## src/rtl/rxcd_pkg.sv

```systemverilog
package rxcd_pkg;
  localparam int LEN_W = 16;

  localparam int FLG_SOP = 31;
  localparam int FLG_EOP = 30;
  localparam int FLG_OWN = 29;
  localparam int FLG_EOQ = 28;

  localparam logic [1:0] RA_HEAD = 2'd0;
  localparam logic [1:0] RA_CMPL = 2'd1;
  localparam logic [1:0] RA_DROP = 2'd2;

  typedef enum logic [2:0] {
    S_STOP,
    S_RD_REQ,
    S_RD_WAIT,
    S_RX,
    S_DWR,
    S_NXT_REQ,
    S_NXT_WAIT,
    S_WB
  } ch_state_t;
endpackage

```

## src/rtl/rxcd_regs.sv

```systemverilog
module rxcd_regs
  import rxcd_pkg::*;
#(
  parameter int AW = 32,
  parameter int CW = 16
) (
  input  logic          clk,
  input  logic          rst_n,
  input  logic          reg_wr,
  input  logic [1:0]    reg_addr,
  input  logic [31:0]   reg_wdata,
  output logic [31:0]   reg_rdata,
  input  logic          busy,
  input  logic [AW-1:0] cur_desc,
  input  logic          wb_done,
  input  logic [AW-1:0] wb_addr,
  input  logic          drop_evt,
  output logic          start,
  output logic [AW-1:0] start_addr,
  output logic          irq_pend
);
  logic [AW-1:0] last_done;
  logic [CW-1:0] drops;
  logic          cmpl_hit;

  always_comb begin
    start_addr = reg_wdata[AW-1:0];
    start      = reg_wr && (reg_addr == RA_HEAD) && (start_addr != '0) && !busy;
    cmpl_hit   = reg_wr && (reg_addr == RA_CMPL) && (reg_wdata[AW-1:0] == last_done);
  end

  always_ff @(posedge clk) begin
    if (!rst_n) begin
      last_done <= '0;
      irq_pend  <= 1'b0;
      drops     <= '0;
    end else begin
      if (wb_done) begin
        last_done <= wb_addr;
        irq_pend  <= 1'b1;
      end else if (cmpl_hit) begin
        irq_pend  <= 1'b0;
      end
      if (drop_evt) drops <= drops + 1'b1;
    end
  end

  always_comb begin
    case (reg_addr)
      RA_HEAD: reg_rdata = 32'(cur_desc);
      RA_CMPL: reg_rdata = 32'(last_done);
      RA_DROP: reg_rdata = 32'(drops);
      default: reg_rdata = 32'd0;
    endcase
  end

  p_pend_set_r7: assert property (@(posedge clk) disable iff (!rst_n)
    wb_done |=> irq_pend);

  p_pend_clear_r8: assert property (@(posedge clk) disable iff (!rst_n)
    $fell(irq_pend) |-> $past(reg_wr && (reg_addr == RA_CMPL) &&
                              (reg_wdata[AW-1:0] == last_done)));
endmodule

```

## src/rtl/rxcd_ctrl.sv

```systemverilog
module rxcd_ctrl
  import rxcd_pkg::*;
#(
  parameter int AW = 32
) (
  input  logic          clk,
  input  logic          rst_n,
  input  logic          start,
  input  logic [AW-1:0] start_addr,
  output logic          busy,
  output logic [AW-1:0] cur_desc,
  output logic          wb_done,
  output logic          drop_evt,
  input  logic          in_valid,
  output logic          in_ready,
  input  logic [31:0]   in_data,
  input  logic          in_sof,
  input  logic          in_eof,
  output logic          rd_req,
  output logic [AW-1:0] rd_addr,
  input  logic          rd_gnt,
  input  logic          rd_rvalid,
  input  logic [31:0]   rd_rdata,
  output logic          wr_req,
  output logic [AW-1:0] wr_addr,
  output logic [31:0]   wr_data,
  input  logic          wr_gnt
);
  localparam logic [AW-1:0] OFS_FLAGS = AW'(12);

  ch_state_t        state;
  logic [AW-1:0]    cur, nxt, bufp, waddr_r;
  logic [LEN_W-1:0] blen, cnt, len_fin;
  logic [1:0]       idx;
  logic             eoq, eof_r, drop_mid;
  logic [31:0]      wdat_r, wb_word;
  logic             drop_path, take, rx_take;
  ch_state_t        after_eof;

  always_comb begin
    drop_path = (state == S_STOP) || drop_mid;
    in_ready  = drop_path || (state == S_RX);
    take      = in_valid && in_ready;
    rx_take   = take && !drop_path;
    drop_evt  = take && drop_path && in_eof;
    busy      = (state != S_STOP);
    cur_desc  = cur;
    after_eof = (nxt == '0) ? S_NXT_REQ : S_WB;

    len_fin = (cnt < blen) ? cnt : blen;
    wb_word = 32'(len_fin);
    wb_word[FLG_SOP] = 1'b1;
    wb_word[FLG_EOP] = 1'b1;
    wb_word[FLG_OWN] = 1'b0;
    wb_word[FLG_EOQ] = eoq;

    rd_req  = (state == S_RD_REQ) || (state == S_NXT_REQ);
    rd_addr = (state == S_NXT_REQ) ? cur : cur + AW'({idx, 2'b00});
    wr_req  = (state == S_DWR) || (state == S_WB);
    wr_addr = (state == S_WB) ? cur + OFS_FLAGS : waddr_r;
    wr_data = (state == S_WB) ? wb_word : wdat_r;
    wb_done = (state == S_WB) && wr_gnt;
  end

  always_ff @(posedge clk) begin
    if (!rst_n) begin
      drop_mid <= 1'b0;
    end else if (take && drop_path) begin
      drop_mid <= !in_eof;
    end
  end

  always_ff @(posedge clk) begin
    if (!rst_n) begin
      state   <= S_STOP;
      cur     <= '0;
      nxt     <= '0;
      bufp    <= '0;
      blen    <= '0;
      cnt     <= '0;
      idx     <= '0;
      eoq     <= 1'b0;
      eof_r   <= 1'b0;
      waddr_r <= '0;
      wdat_r  <= '0;
    end else begin
      case (state)
        S_STOP: begin
          if (start) begin
            cur   <= start_addr;
            idx   <= '0;
            state <= S_RD_REQ;
          end
        end
        S_RD_REQ: if (rd_gnt) state <= S_RD_WAIT;
        S_RD_WAIT: begin
          if (rd_rvalid) begin
            case (idx)
              2'd0:    nxt  <= rd_rdata[AW-1:0];
              2'd1:    bufp <= rd_rdata[AW-1:0];
              2'd2:    blen <= rd_rdata[LEN_W-1:0];
              default: ;
            endcase
            if (idx == 2'd3) begin
              cnt   <= '0;
              state <= S_RX;
            end else begin
              idx   <= idx + 1'b1;
              state <= S_RD_REQ;
            end
          end
        end
        S_RX: begin
          if (rx_take && !((cnt == '0) && !in_sof)) begin
            if (cnt != '1) cnt <= cnt + 1'b1;
            if (cnt < blen) begin
              waddr_r <= bufp + AW'({cnt, 2'b00});
              wdat_r  <= in_data;
              eof_r   <= in_eof;
              state   <= S_DWR;
            end else if (in_eof) begin
              eoq   <= 1'b0;
              state <= after_eof;
            end
          end
        end
        S_DWR: begin
          if (wr_gnt) begin
            if (eof_r) begin
              eoq   <= 1'b0;
              state <= after_eof;
            end else begin
              state <= S_RX;
            end
          end
        end
        S_NXT_REQ: if (rd_gnt) state <= S_NXT_WAIT;
        S_NXT_WAIT: begin
          if (rd_rvalid) begin
            nxt   <= rd_rdata[AW-1:0];
            eoq   <= (rd_rdata[AW-1:0] == '0);
            state <= S_WB;
          end
        end
        S_WB: begin
          if (wr_gnt) begin
            if (eoq) begin
              state <= S_STOP;
            end else begin
              cur   <= nxt;
              idx   <= '0;
              state <= S_RD_REQ;
            end
          end
        end
        default: state <= S_STOP;
      endcase
    end
  end

  p_rd_hold_r10: assert property (@(posedge clk) disable iff (!rst_n)
    (rd_req && !rd_gnt) |=> (rd_req && $stable(rd_addr)));

  p_wr_hold_r10: assert property (@(posedge clk) disable iff (!rst_n)
    (wr_req && !wr_gnt) |=> (wr_req && $stable(wr_addr) && $stable(wr_data)));

  p_in_buffer_r4: assert property (@(posedge clk) disable iff (!rst_n)
    (state == S_DWR) |-> ((wr_addr - bufp) < AW'({blen, 2'b00})));

  p_eoq_reread_r5: assert property (@(posedge clk) disable iff (!rst_n)
    (wr_req && wr_gnt && wr_data[FLG_EOQ] && (state == S_WB)) |-> (nxt == '0));
endmodule

```

## src/rtl/rx_chain_dma.sv

```systemverilog
module rx_chain_dma #(
  parameter int AW = 32,
  parameter int CW = 16
) (
  input  logic          clk,
  input  logic          rst_n,
  input  logic          in_valid,
  output logic          in_ready,
  input  logic [31:0]   in_data,
  input  logic          in_sof,
  input  logic          in_eof,
  output logic          rd_req,
  output logic [AW-1:0] rd_addr,
  input  logic          rd_gnt,
  input  logic          rd_rvalid,
  input  logic [31:0]   rd_rdata,
  output logic          wr_req,
  output logic [AW-1:0] wr_addr,
  output logic [31:0]   wr_data,
  input  logic          wr_gnt,
  input  logic          reg_wr,
  input  logic [1:0]    reg_addr,
  input  logic [31:0]   reg_wdata,
  output logic [31:0]   reg_rdata,
  output logic          irq_pend
);
  logic          start, busy, wb_done, drop_evt;
  logic [AW-1:0] start_addr, cur_desc;

  rxcd_regs #(.AW(AW), .CW(CW)) u_regs (
    .clk(clk), .rst_n(rst_n),
    .reg_wr(reg_wr), .reg_addr(reg_addr), .reg_wdata(reg_wdata), .reg_rdata(reg_rdata),
    .busy(busy), .cur_desc(cur_desc), .wb_done(wb_done), .wb_addr(cur_desc),
    .drop_evt(drop_evt), .start(start), .start_addr(start_addr), .irq_pend(irq_pend)
  );

  rxcd_ctrl #(.AW(AW)) u_ctrl (
    .clk(clk), .rst_n(rst_n),
    .start(start), .start_addr(start_addr), .busy(busy), .cur_desc(cur_desc),
    .wb_done(wb_done), .drop_evt(drop_evt),
    .in_valid(in_valid), .in_ready(in_ready), .in_data(in_data),
    .in_sof(in_sof), .in_eof(in_eof),
    .rd_req(rd_req), .rd_addr(rd_addr), .rd_gnt(rd_gnt),
    .rd_rvalid(rd_rvalid), .rd_rdata(rd_rdata),
    .wr_req(wr_req), .wr_addr(wr_addr), .wr_data(wr_data), .wr_gnt(wr_gnt)
  );
endmodule

```

## config.mk

```make
export PLATFORM = sky130hd
export DESIGN_NAME = rx_chain_dma
export DESIGN_NICKNAME = d
export VERILOG_FILES = /design/src/rtl/rxcd_pkg.sv /design/src/rtl/rxcd_regs.sv /design/src/rtl/rxcd_ctrl.sv /design/src/rtl/rx_chain_dma.sv
export SDC_FILE = /design/constraint.sdc
export NUM_CORES = 1
export LEC_CHECK = 0
export BUFFER_PORTS_ARGS = -buffer_cell sky130_fd_sc_hd__buf_2
export CAP_MARGIN = 10
export CORE_AREA = 3 3 175 160
export DETAILED_ROUTE_END_ITERATION = 12
export DIE_AREA = 0 0 178 163
export GPL_ROUTABILITY_DRIVEN = 0
export PLACE_DENSITY = 0.75
export SYNTH_ARGS = -nofsm -noshare
export SYNTH_HDL_FRONTEND = slang
export SYNTH_SLANG_ARGS = --single-unit
```

## constraint.sdc

```tcl
create_clock -name clk -period 3.25 [get_ports clk]
set_input_delay 0.8125 -clock clk [delete_from_list [all_inputs] [get_ports clk]]
set_output_delay 0.8125 -clock clk [all_outputs]
set_load 0.02 [all_outputs]
```

==> out/summary.txt <==
status: complete, but fails checks
failing checks: negative setup slack
crit-path max cell delay: 0.35 ns
final WL: 48800 um
DRC: 0
clk slew on worst S/H paths: 0.06 ns
layout cells sized above 1: 25.2%
CTS Buf Count: 28
clock network latency to the later pin of the worst-skew pair: 0.54 ns
routed via count: 14900
initial antenna violation count: 0
Area contributors post-synth: dfxtp_1, nand2_1, a21oi_1
Synth top area share: 35.9%
CP required: 2.44 ns
drt via density: 5.99
H-tree Lvls: 1
Cell Rows: 56
largest family of logic cells by synthesized area: simple AND/OR/NAND/NOR gates
DIE WIDTH: 178 um
Post-synth top flop: dfxtp_1
cell-by-cell trace of the critical path: inv_1 > ha_1 > a21o_1 > a21oi_1 > o21ai_1 > o32a_1 > buf_6 > buf_12 > mux2i_1 > o21ai_1 > buf_4
Placed Area: 15600 um^2
synth cell count leaders: nand2_1, dfxtp_1, a21oi_1, nor2_1, clkbuf_1
DR WL/cell: 19.6 um
Max Buffers Root-to-Sink: 3
Arrival @ worst endpoint: 2.82 ns
Hold Fails Final Rpt: 0
cell repeated most along the worst path: o21ai_1
Synth Net Count: 2009
Seq cells post-synth: 249
clock root buffer: clkbuf_16
max frequency: 275 MHz
Buffers on Ports: 238
Die Y: 163 um
Synth Warn #: 0
synthesized area per cell: 7.47 um^2
GRT Resource Usage Total: 31.1%
fin crit share: 112%
PwrDens: 455 nW/um^2
area grow syn2layout: 29.6%
sequential share of the synthesized area: 35.9%
post-synthesis cell count: 1859
area leader, netlist: dfxtp_1
post-route cell area: 18000 um^2
peak supply drop: 0.000482 V
clock skew: 0.00806 ns
vias in the first global route: 13600
Slowest cell on crit path: dfxtp_1
crit path launch type: flop
Synth Area in Adders: 3.98%
final critical-path required period: 3.64 ns
Crit. End Element: primary output
Post-Synth Simple-Gate Area: 24.7%
largest net degree at the start of global routing: 120
Pwr Total: 0.00818 W
EDFF count, synth: 0
TritonCTS clock tree: done
Max FO, Critical Path: 8
Setup violations, final: 30
Filler Cell Count: 2015
net total in the final layout: 2272
Synth Area in XOR/XNOR: 7.89%
Initial Util: 53.1%
Final WS setup: -0.386 ns
Leak: 7.23 nW
most common cell in the netlist: nand2_1
Least-Margin Pin Slew: 1.02 ns
synth unique cells: 66
first-pass GRT wire length: 72300 um
Hold Buf Count CTS: 0
Slew headroom: 31.8%
drt pass-1 iters: 8
Pins Over Slew Limit: 0
core area: 26100 um^2
Compound-Gate Fraction of Synth Area: 16.9%
Post-DP HPWL: 33600 um
critical path type: reg -> out
MaxCap Viol Count: 0
CTS Sinks: 249
Mapped Area: 13900 um^2
grt ovf: 0
final setup TNS: -5.86 ns
RSZ-0062 raised after global routing: yes
I/O Pins: 239
die area: 29000 um^2
post-synthesis async set-or-reset flop share: 0%
worst hold path class: reg -> reg
Final ANT Viol Nets: 0
proportion of synthesized area in mux cells: 5.80%
Initial DRC Count: 1905
n_diodes: 0
registers in the layout, indices dropped and copies added (netlist names):
name	cells
u_ctrl.bufp	32
u_ctrl.cur_desc	32
u_ctrl.nxt	32
u_ctrl.waddr_r	32
u_ctrl.wdat_r	32
u_regs.last_done	32
u_ctrl.blen	16
u_ctrl.cnt	16
u_regs.drops	16
u_ctrl.state	3
u_ctrl.idx	2
u_ctrl.drop_mid	1
u_ctrl.eof_r	1
u_ctrl.eoq	1
u_regs.irq_pend	1
worst max-delay path: cells and delay by family, from the launching register on:
| family | cells | cell delay, ns |
|---|---|---|
| flip-flops | 1 | 0.35 |
| AO/OA/AOI/OAI | 5 | 0.98 |
| adder cells (fa/ha/maj) | 1 | 0.32 |
| buffers and inverters | 4 | 0.52 |
| multiplexers | 1 | 0.13 |
report_power, final:
group	leakage, nW	internal [W]	switching, W
Combinational	4.74	0.000573	0.000950
Sequential	2.02	0.00317	0.000166
Clock	0.469	0.00203	0.00129
Total	7.23	0.00578	0.00241
cell type report:
| type | instances | area (um^2) | share of cell area (%) |
|---|---|---|---|
| multi-input combinational | 1438 | 8940 | 49.7 |
| tap | 348 | 435 | 2.42 |
| inverter | 39 | 151 | 0.842 |
| clock inverter | 7 | 115 | 0.640 |
| timing repair buffer | 366 | 2450 | 13.6 |
| sequential | 249 | 5040 | 28.0 |
| clock buffer | 45 | 856 | 4.76 |
through the flow:
stage          setup WS (ns)  utilization (%)  hold WS (ns)  instances
2_1_floorplan        0.00948                -         0.431       1859
3_3_place_gp          0.0928             59.9         0.437       2384
3_5_place_dp          0.0172             59.9         0.443       2384
4_1_cts               -0.342             66.2         0.450       2460
5_1_grt               -0.527             68.8         0.474       2492
6_report              -0.386             68.8         0.448       2492
routing by layer:
metal	track usage (%)	wire [um]	up-vias
met5	0	0	-
met4	11.1	1970	0
met3	5.57	4810	152
met2	49.2	22500	888
met1	42.7	19600	6998
li1	-	-	6900
kinds of logic (layout without fill, tap and decap cells):
logic type,Yosys count,in the layout
compound gates,410,410
xor+xnor,125,125
fa+ha+maj,43,43
buf+inv,173,457
flops,249,249
mux,80,80
simple gates,779,780
layout by cell type, fill, tap and decap left out, types with 11 or more instances in the layout:
| cell type | synthesis | layout |
|---|---|---|
| xor2_1 | 53 | 45 |
| clkbuf_16 | 0 | 29 |
| ha_1 | 41 | 32 |
| buf_2 | 4 | 198 |
| nand2_1 | 433 | 428 |
| nand4_1 | 41 | 41 |
| nor2_4 | 1 | 11 |
| inv_1 | 39 | 31 |
| xnor2_1 | 72 | 63 |
| nor2_1 | 136 | 117 |
| dfxtp_1 | 249 | 223 |
| dfxtp_2 | 0 | 18 |
| nand3_1 | 36 | 29 |
| buf_4 | 2 | 134 |
| and2_1 | 14 | 14 |
| mux2i_1 | 77 | 75 |
| o21ai_1 | 3 | 28 |
| nor3_1 | 16 | 12 |
| o21ai_0 | 102 | 73 |
| buf_6 | 1 | 27 |
| nor4_1 | 32 | 30 |
| a21oi_1 | 203 | 202 |
| or3_1 | 16 | 15 |
| a211oi_1 | 39 | 39 |
final timing paths:
path,cells past startpoint,start,end,slack [ns]
worst max-delay path,11,u_ctrl.blen[9],wr_data[10],-0.39
worst min-delay path,2,u_ctrl.wdat_r[27],u_ctrl.wdat_r[27],0.45
worst max register to register,10,u_ctrl.cnt[0],u_ctrl.waddr_r[28],0.13
worst min register to register,2,u_ctrl.wdat_r[27],u_ctrl.wdat_r[27],0.45
repair_timing:
item | 4_1_cts | 5_1_grt
setup buffers | 23 | 32
setup endpoints to repair | 48 | 64
resized for setup | 145 | 102
cloned | 1 | 1
pin swaps | 24 | 45
(Power assumes the default switching activity.)
